<file path="config.mk">
export PLATFORM = sky130hd
export DESIGN_NAME = dbus_return_seq
export DESIGN_NICKNAME = d
export VERILOG_FILES = /design/src/rtl/drs_pkg.sv /design/src/rtl/drs_phase_ctr.sv /design/src/rtl/drs_snoop_cap.sv /design/src/rtl/drs_beat_mux.sv /design/src/rtl/dbus_return_seq.sv
export SDC_FILE = /design/constraint.sdc
export NUM_CORES = 1
export LEC_CHECK = 0
export ABC_CLOCK_PERIOD_IN_PS = 22000
export CAP_MARGIN = 25
export CORE_AREA = 3 3 307 309
export CTS_BUF_LIST = sky130_fd_sc_hd__clkbuf_4
export DETAILED_ROUTE_END_ITERATION = 7
export DIE_AREA = 0 0 310 312
export GPL_TIMING_DRIVEN = 0
export PLACE_DENSITY_LB_ADDON = 0.2
export SKIP_CTS_REPAIR_TIMING = 1
export SYNTH_ARGS = -nofsm -noshare
export SYNTH_HDL_FRONTEND = slang
export SYNTH_SLANG_ARGS = --single-unit
</file>
<file path="constraint.sdc">
create_clock -name clk -period 22 [get_ports clk]
set_input_delay 4.4 -clock clk [delete_from_list [all_inputs] [get_ports clk]]
set_output_delay 4.4 -clock clk [all_outputs]
set_load 0.05 [all_outputs]
</file>
<file path="src/rtl/drs_pkg.sv">
package drs_pkg;

  typedef enum logic [2:0] {
    ST_IDLE         = 3'd0,
    ST_SEND         = 3'd1,
    ST_WAIT_RESP    = 3'd2,
    ST_HOLD_WAIT    = 3'd3,
    ST_LAUNCH_DELAY = 3'd4,
    ST_DATA0        = 3'd5,
    ST_DATA1        = 3'd6,
    ST_DONE         = 3'd7
  } drs_state_e;

endpackage

</file>
<file path="src/rtl/drs_phase_ctr.sv">
// Free-running position counter inside a state; restarts on each state change.
module drs_phase_ctr #(
  parameter int CNT_W = 2
) (
  input  logic             clk,
  input  logic             rst_n,
  input  logic             restart,
  output logic [CNT_W-1:0] cnt
);

  logic [CNT_W-1:0] cnt_d;

  always_comb begin
    if (restart) cnt_d = '0;
    else         cnt_d = cnt + 1'b1;
  end

  always_ff @(posedge clk or negedge rst_n) begin
    if (!rst_n) cnt <= '0;
    else        cnt <= cnt_d;
  end

endmodule

</file>
<file path="src/rtl/drs_snoop_cap.sv">
// Captures the snoop verdict in the no-hold clock; CSR transfers mask it.
module drs_snoop_cap (
  input  logic clk,
  input  logic rst_n,
  input  logic take,
  input  logic csr,
  input  logic shared_in,
  input  logic dirty_in,
  output logic yield,
  output logic shared_q
);

  logic yield_d, shared_d;

  always_comb begin
    yield_d  = yield;
    shared_d = shared_q;
    if (take) begin
      yield_d  = dirty_in  & ~csr;
      shared_d = shared_in & ~csr;
    end
  end

  always_ff @(posedge clk or negedge rst_n) begin
    if (!rst_n) begin
      yield    <= 1'b0;
      shared_q <= 1'b0;
    end else begin
      yield    <= yield_d;
      shared_q <= shared_d;
    end
  end

endmodule

</file>
<file path="src/rtl/drs_beat_mux.sv">
// Holds the two words of a transfer and places one on the bus when driving.
module drs_beat_mux #(
  parameter int DATA_W = 256
) (
  input  logic              clk,
  input  logic              rst_n,
  input  logic              load,
  input  logic [DATA_W-1:0] word0,
  input  logic [DATA_W-1:0] word1,
  input  logic              drive,
  input  logic              sel_second,
  output logic [DATA_W-1:0] bus_data
);

  logic [DATA_W-1:0] w0_q, w1_q, w0_d, w1_d;

  always_comb begin
    w0_d = load ? word0 : w0_q;
    w1_d = load ? word1 : w1_q;
  end

  always_ff @(posedge clk or negedge rst_n) begin
    if (!rst_n) begin
      w0_q <= '0;
      w1_q <= '0;
    end else begin
      w0_q <= w0_d;
      w1_q <= w1_d;
    end
  end

  always_comb begin
    if (!drive)          bus_data = '0;
    else if (sel_second) bus_data = w1_q;
    else                 bus_data = w0_q;
  end

endmodule

</file>
<file path="src/rtl/dbus_return_seq.sv">
module dbus_return_seq #(
  parameter int DATA_W     = 256,
  parameter int LAUNCH_GAP = 2,   // clocks between the no-hold clock and first data clock, exclusive
  parameter int SLOT_CLKS  = 3,   // clocks per bus data cycle
  parameter int DRIVE_CLKS = 2    // driven clocks per bus data cycle
) (
  input  logic              clk,
  input  logic              rst_n,
  input  logic              turn_grant,
  input  logic              req_valid,
  output logic              req_ready,
  input  logic              req_csr,
  input  logic [DATA_W-1:0] req_word0,
  input  logic [DATA_W-1:0] req_word1,
  output logic              req_done,
  output logic              done_yield,
  output logic              done_shared,
  output logic              bus_send,
  input  logic              bus_hold,
  input  logic              bus_shared,
  input  logic              bus_dirty,
  output logic              bus_oe,
  output logic [DATA_W-1:0] bus_data
);
  import drs_pkg::*;

  localparam int CNT_W = $clog2(SLOT_CLKS + LAUNCH_GAP + 1);
  localparam logic [CNT_W-1:0] GAP_LAST  = CNT_W'(LAUNCH_GAP - 1);
  localparam logic [CNT_W-1:0] SLOT_LAST = CNT_W'(SLOT_CLKS - 1);
  localparam logic [CNT_W-1:0] DRIVE_N   = CNT_W'(DRIVE_CLKS);

  // reset: asserted asynchronously, released on a clock edge
  logic rst_meta_n, rst_sync_n;
  always_ff @(posedge clk or negedge rst_n) begin
    if (!rst_n) begin
      rst_meta_n <= 1'b0;
      rst_sync_n <= 1'b0;
    end else begin
      rst_meta_n <= 1'b1;
      rst_sync_n <= rst_meta_n;
    end
  end

  drs_state_e       state_q, state_d;
  logic [CNT_W-1:0] pos;
  logic             accept, snoop_take, csr_q, csr_d;
  logic             snoop_yield, snoop_shared, drive_slot;

  assign req_ready  = (state_q == ST_IDLE) && turn_grant;
  assign accept     = req_valid && req_ready;
  assign snoop_take = ((state_q == ST_WAIT_RESP) || (state_q == ST_HOLD_WAIT)) && !bus_hold;

  // next-state logic
  always_comb begin
    state_d = state_q;
    unique case (state_q)
      ST_IDLE:         if (accept)           state_d = ST_SEND;
      ST_SEND:                               state_d = ST_WAIT_RESP;
      ST_WAIT_RESP:    if (bus_hold)         state_d = ST_HOLD_WAIT;
                       else                  state_d = ST_LAUNCH_DELAY;
      ST_HOLD_WAIT:    if (!bus_hold)        state_d = ST_LAUNCH_DELAY;
      ST_LAUNCH_DELAY: if (pos == GAP_LAST)  state_d = ST_DATA0;
      ST_DATA0:        if (pos == SLOT_LAST) state_d = ST_DATA1;
      ST_DATA1:        if (pos == SLOT_LAST) state_d = ST_DONE;
      ST_DONE:                               state_d = ST_IDLE;
      default:                               state_d = ST_IDLE;
    endcase
  end

  always_comb csr_d = accept ? req_csr : csr_q;

  always_ff @(posedge clk or negedge rst_sync_n) begin
    if (!rst_sync_n) begin
      state_q <= ST_IDLE;
      csr_q   <= 1'b0;
    end else begin
      state_q <= state_d;
      csr_q   <= csr_d;
    end
  end

  drs_phase_ctr #(.CNT_W(CNT_W)) u_pos (
    .clk     (clk),
    .rst_n   (rst_sync_n),
    .restart (state_d != state_q),
    .cnt     (pos)
  );

  drs_snoop_cap u_snoop (
    .clk       (clk),
    .rst_n     (rst_sync_n),
    .take      (snoop_take),
    .csr       (csr_q),
    .shared_in (bus_shared),
    .dirty_in  (bus_dirty),
    .yield     (snoop_yield),
    .shared_q  (snoop_shared)
  );

  // outputs decoded from registered state only
  assign drive_slot = ((state_q == ST_DATA0) || (state_q == ST_DATA1)) && (pos < DRIVE_N);
  assign bus_oe     = drive_slot && !snoop_yield;
  assign bus_send   = (state_q == ST_SEND) || (state_q == ST_HOLD_WAIT);
  assign req_done   = (state_q == ST_DONE);
  assign done_yield  = snoop_yield;
  assign done_shared = snoop_shared;

  drs_beat_mux #(.DATA_W(DATA_W)) u_beats (
    .clk        (clk),
    .rst_n      (rst_sync_n),
    .load       (accept),
    .word0      (req_word0),
    .word1      (req_word1),
    .drive      (bus_oe),
    .sel_second (state_q == ST_DATA1),
    .bus_data   (bus_data)
  );

endmodule

</file>
==> results.yml <==
status:
  outcome: "finished, final reports clean"
clock_network:
  max-clock-path-buffers: 3
  htreeDepth: 4
  clock_insertion_delay_worst_skew_ns: 1.02
  clock_slew_seen_by_the_registers_of_the_worst_setup_and_hold_paths_ns: 0.06
  cts_tree: "yes"
  clkSinkCount: 523
  buffer_cell_driving_the_clock_tree_root: "sky130_fd_sc_hd__clkbuf_4"
  cts_buffers: 158
synthesis:
  yosysMostFrequentCell: "sky130_fd_sc_hd__dfrtp_1"
  synth_largest_area_cell: "sky130_fd_sc_hd__dfrtp_1"
  netlist_instances: 2002
  synth_async_sr_flop_share_pct: 100
  synth.top_cells.by_count: "sky130_fd_sc_hd__dfrtp_1 (523), sky130_fd_sc_hd__nand2_1 (516), sky130_fd_sc_hd__mux2_2 (513), sky130_fd_sc_hd__a21oi_1 (257), sky130_fd_sc_hd__buf_2 (86)"
  yosys_cell_types: 29
  syn-cell-area_um2: 23000
  post_synth.cell_area_avg_um2: 11.5
  synth-warning-count: 0
  netlist_top_cells_area: "sky130_fd_sc_hd__dfrtp_1 (57%), sky130_fd_sc_hd__mux2_2 (25%), sky130_fd_sc_hd__nand2_1 (8.4%)"
  postSynthNetCount: 2525
  synth_enable_flop_cells: 0
  synthDominantCellAreaShare_pct: 56.8
  synth.yosys.seq_area_share_pct: 56.8
  yosys_most_used_dff: "sky130_fd_sc_hd__dfrtp_1"
  postSynthRegisterBits: 523
sta:
  drv_slew: 0
  max_freq_mhz: 95.6
  fraction_of_the_cycle_the_final_worst_path_needs_pct: 47.6
  finalHoldViolations: 0
  hold_ws_ns: 0.296
  setup_viol: 0
  fin_crit_ns: 10.46
  unrepaired_setup_endpoints_after_global_routing: "false"
  fin_worst_skew_ns: 0.0516
  fin_setup_tns_ns: 0
  timing_worst_slew_pin_value_ns: 1.01
  timing.max_slew.rel_slack_pct: 32.4
detailed_routing:
  routed-via-count: 19200
  drtPass1Iterations: 5
  postRouteWirelength_um: 91600
  route.detailed.drc: 0
  post_drt_antenna_nets: 0
  first_iter_violations: 845
  detail_route.vias_per_cell: 4.50
  wl_per_cell_um: 21.5
placement:
  dpl_cell_area_um2: 32600
  place.gp.congestion: 0.874
  post-dp-hpwl_um: 70600
  portBuffers: 781
global_routing:
  vias_in_the_first_global_route: 21100
  global_route_wire_length_before_repair_um: 135000
  antenna_found_initial: 25
  grt_max_degree: 65
  grt_remaining_overflow: 0
  grtUsageTotal_pct: 18.7
worst_hold_path:
  hold_class: "reg -> async"
floorplan:
  floorplan.initialDensity_pct: 25.1
  num_io_pins: 782
  chipHeight_um: 312
  core.rowCount: 111
  floorplan.die.width_um: 310
  core_um2: 91700
  die_area_um2: 96700
setup_path:
  crit_buf_inv: 2
  critical_path.slowest_cell: "sky130_fd_sc_hd__clkdlybuf4s50_1"
  timing.critical_path.to_type: "primary output"
  critical_path_arrival_ns: 6.06
  cpPeakStageDelay_ns: 0.92
  critical_path.startpoint_type: "primary input"
  crit_top_cell: "sky130_fd_sc_hd__clkdlybuf4s50_1"
  timing.setup.critical_path_class: "in -> out"
  cp_max_fo: 2
  path_cells: "clkdlybuf4s50_1 > nor4b_1 > clkdlybuf4s50_1"
  timing.critical_path.required_ns: 17.60
  path_delay_family: "buffers and inverters"
finish:
  final_design_area_no_fill_um2: 34600
  multi_input_gate_area_um2: 9270
  number_of_nets_in_the_layout: 3476
  ratio_of_cells_with_drive_above_1_in_the_final_layout_pct: 27.8
  seq_area_um2: 13100
  n_fill_cell: 9149
  synthToLayoutAreaGrowth_pct: 50.2
pwr:
  power.density_nw_per_um2: 132
  worst_ir_drop_vdd_v: 0.0000620
  power.leakage_nw: 14.4
  fin_total_pwr_mw: 4.57
flow_run:
  max-cap-violations: 0
-- layout make-up --
| class | count | share of cell area (%) |
|---|---|---|
| sequential | 523 | 37.8 |
| multi-input combinational | 1327 | 26.8 |
| timing repair buffer | 791 | 23.3 |
| clock buffer | 229 | 4.97 |
| tap | 1186 | 4.29 |
| buffer | 146 | 1.91 |
| clock inverter | 33 | 0.673 |
| antenna | 23 | 0.166 |
| inverter | 6 | 0.0651 |
-- worst register-to-register path, stage by stage (launching register included) --
cell                       delay (ns)
sky130_fd_sc_hd__dfrtp_1         0.45
sky130_fd_sc_hd__nand3b_1        0.25
sky130_fd_sc_hd__nor3_1          0.18
sky130_fd_sc_hd__buf_2           0.34
sky130_fd_sc_hd__buf_2           0.51
sky130_fd_sc_hd__buf_2           0.51
sky130_fd_sc_hd__mux2_2          0.40
-- routing by layer --
metal / GRT usage (%) / up-vias / wire length, um
met5: 0 / - / 88
met3: 7.03 / 135 / 7780
met1: 20.8 / 9558 / 35200
li1: - / 8827 / -
met4: 6.36 / 14 / 2050
met2: 32.6 / 651 / 46500
-- stage by stage --
step	utilization (%)	std cells	worst slack [ns]
after floorplan	-	2002	6.34
after global placement	35.3	3969	-0.408
after detailed placement	35.6	3979	11.53
after CTS	37.7	4241	11.53
after global routing	37.7	4259	11.47
final	37.8	4264	11.54
-- where the power goes --
group / switching, mW / leakage (nW) / internal (mW)
Clock: 0.432 / 1.17 / 0.517
Sequential: 0.250 / 6.34 / 1.44
Combinational: 1.11 / 6.87 / 0.815
Total: 1.80 / 14.4 / 2.77
-- registers in the layout (all words and copies together) (netlist names) --
name,count
u_beats.w1_q,256
state_q,3
u_pos.cnt,3
rst_sync_n,1
csr_q,1
u_beats.w0_q,256
u_snoop.shared_q,1
rst_meta_n,1
u_snoop.yield,1
-- cell usage in the layout, fill, tap and decap left out, types with 2 or more instances in the layout --
cell	count
sky130_fd_sc_hd__clkdlybuf4s50_1	781
sky130_fd_sc_hd__dfrtp_1	522
sky130_fd_sc_hd__nand2_1	516
sky130_fd_sc_hd__mux2_2	513
sky130_fd_sc_hd__a21oi_1	257
sky130_fd_sc_hd__clkbuf_4	229
sky130_fd_sc_hd__buf_2	86
sky130_fd_sc_hd__clkbuf_1	56
sky130_fd_sc_hd__clkinv_1	25
sky130_fd_sc_hd__diode_2	23
sky130_fd_sc_hd__o21ai_0	8
sky130_fd_sc_hd__buf_16	7
sky130_fd_sc_hd__inv_1	6
sky130_fd_sc_hd__nor3_1	6
sky130_fd_sc_hd__nand2b_1	4
sky130_fd_sc_hd__bufinv_16	4
sky130_fd_sc_hd__buf_1	3
sky130_fd_sc_hd__nor2_1	3
sky130_fd_sc_hd__ha_1	3
sky130_fd_sc_hd__clkinv_2	3
sky130_fd_sc_hd__xnor2_1	2
sky130_fd_sc_hd__nor2b_1	2
sky130_fd_sc_hd__buf_12	2
-- kinds of logic after synthesis --
kind of cell | Yosys count | synth area share (%)
DFF | 523 | 56.8
and+or+nand+nor | 537 | 8.94
other | 1 | 0.0163
xor gates and xnor gates | 2 | 0.0760
muxes | 514 | 25.1
buffers and inverters | 152 | 2.96
AOI/OAI and AO/OA | 270 | 5.93
adders and majority gates | 3 | 0.163
-- final timing paths --
path,end,cells past startpoint,from,slack [ns]
hold reg to reg,u_beats.w0_q[202],0,rst_sync_n,0.30
hold / removal,u_beats.w0_q[202],0,rst_sync_n,0.30
setup / recovery,req_ready,3,turn_grant,11.54
setup reg to reg,u_beats.w1_q[82],6,state_q[1],19.21
min in group clk,rst_sync_n,0,rst_meta_n,0.36
max in group asynchronous,rst_sync_n,1,rst_n,18.31
Power figures use the tool's default switching activity.
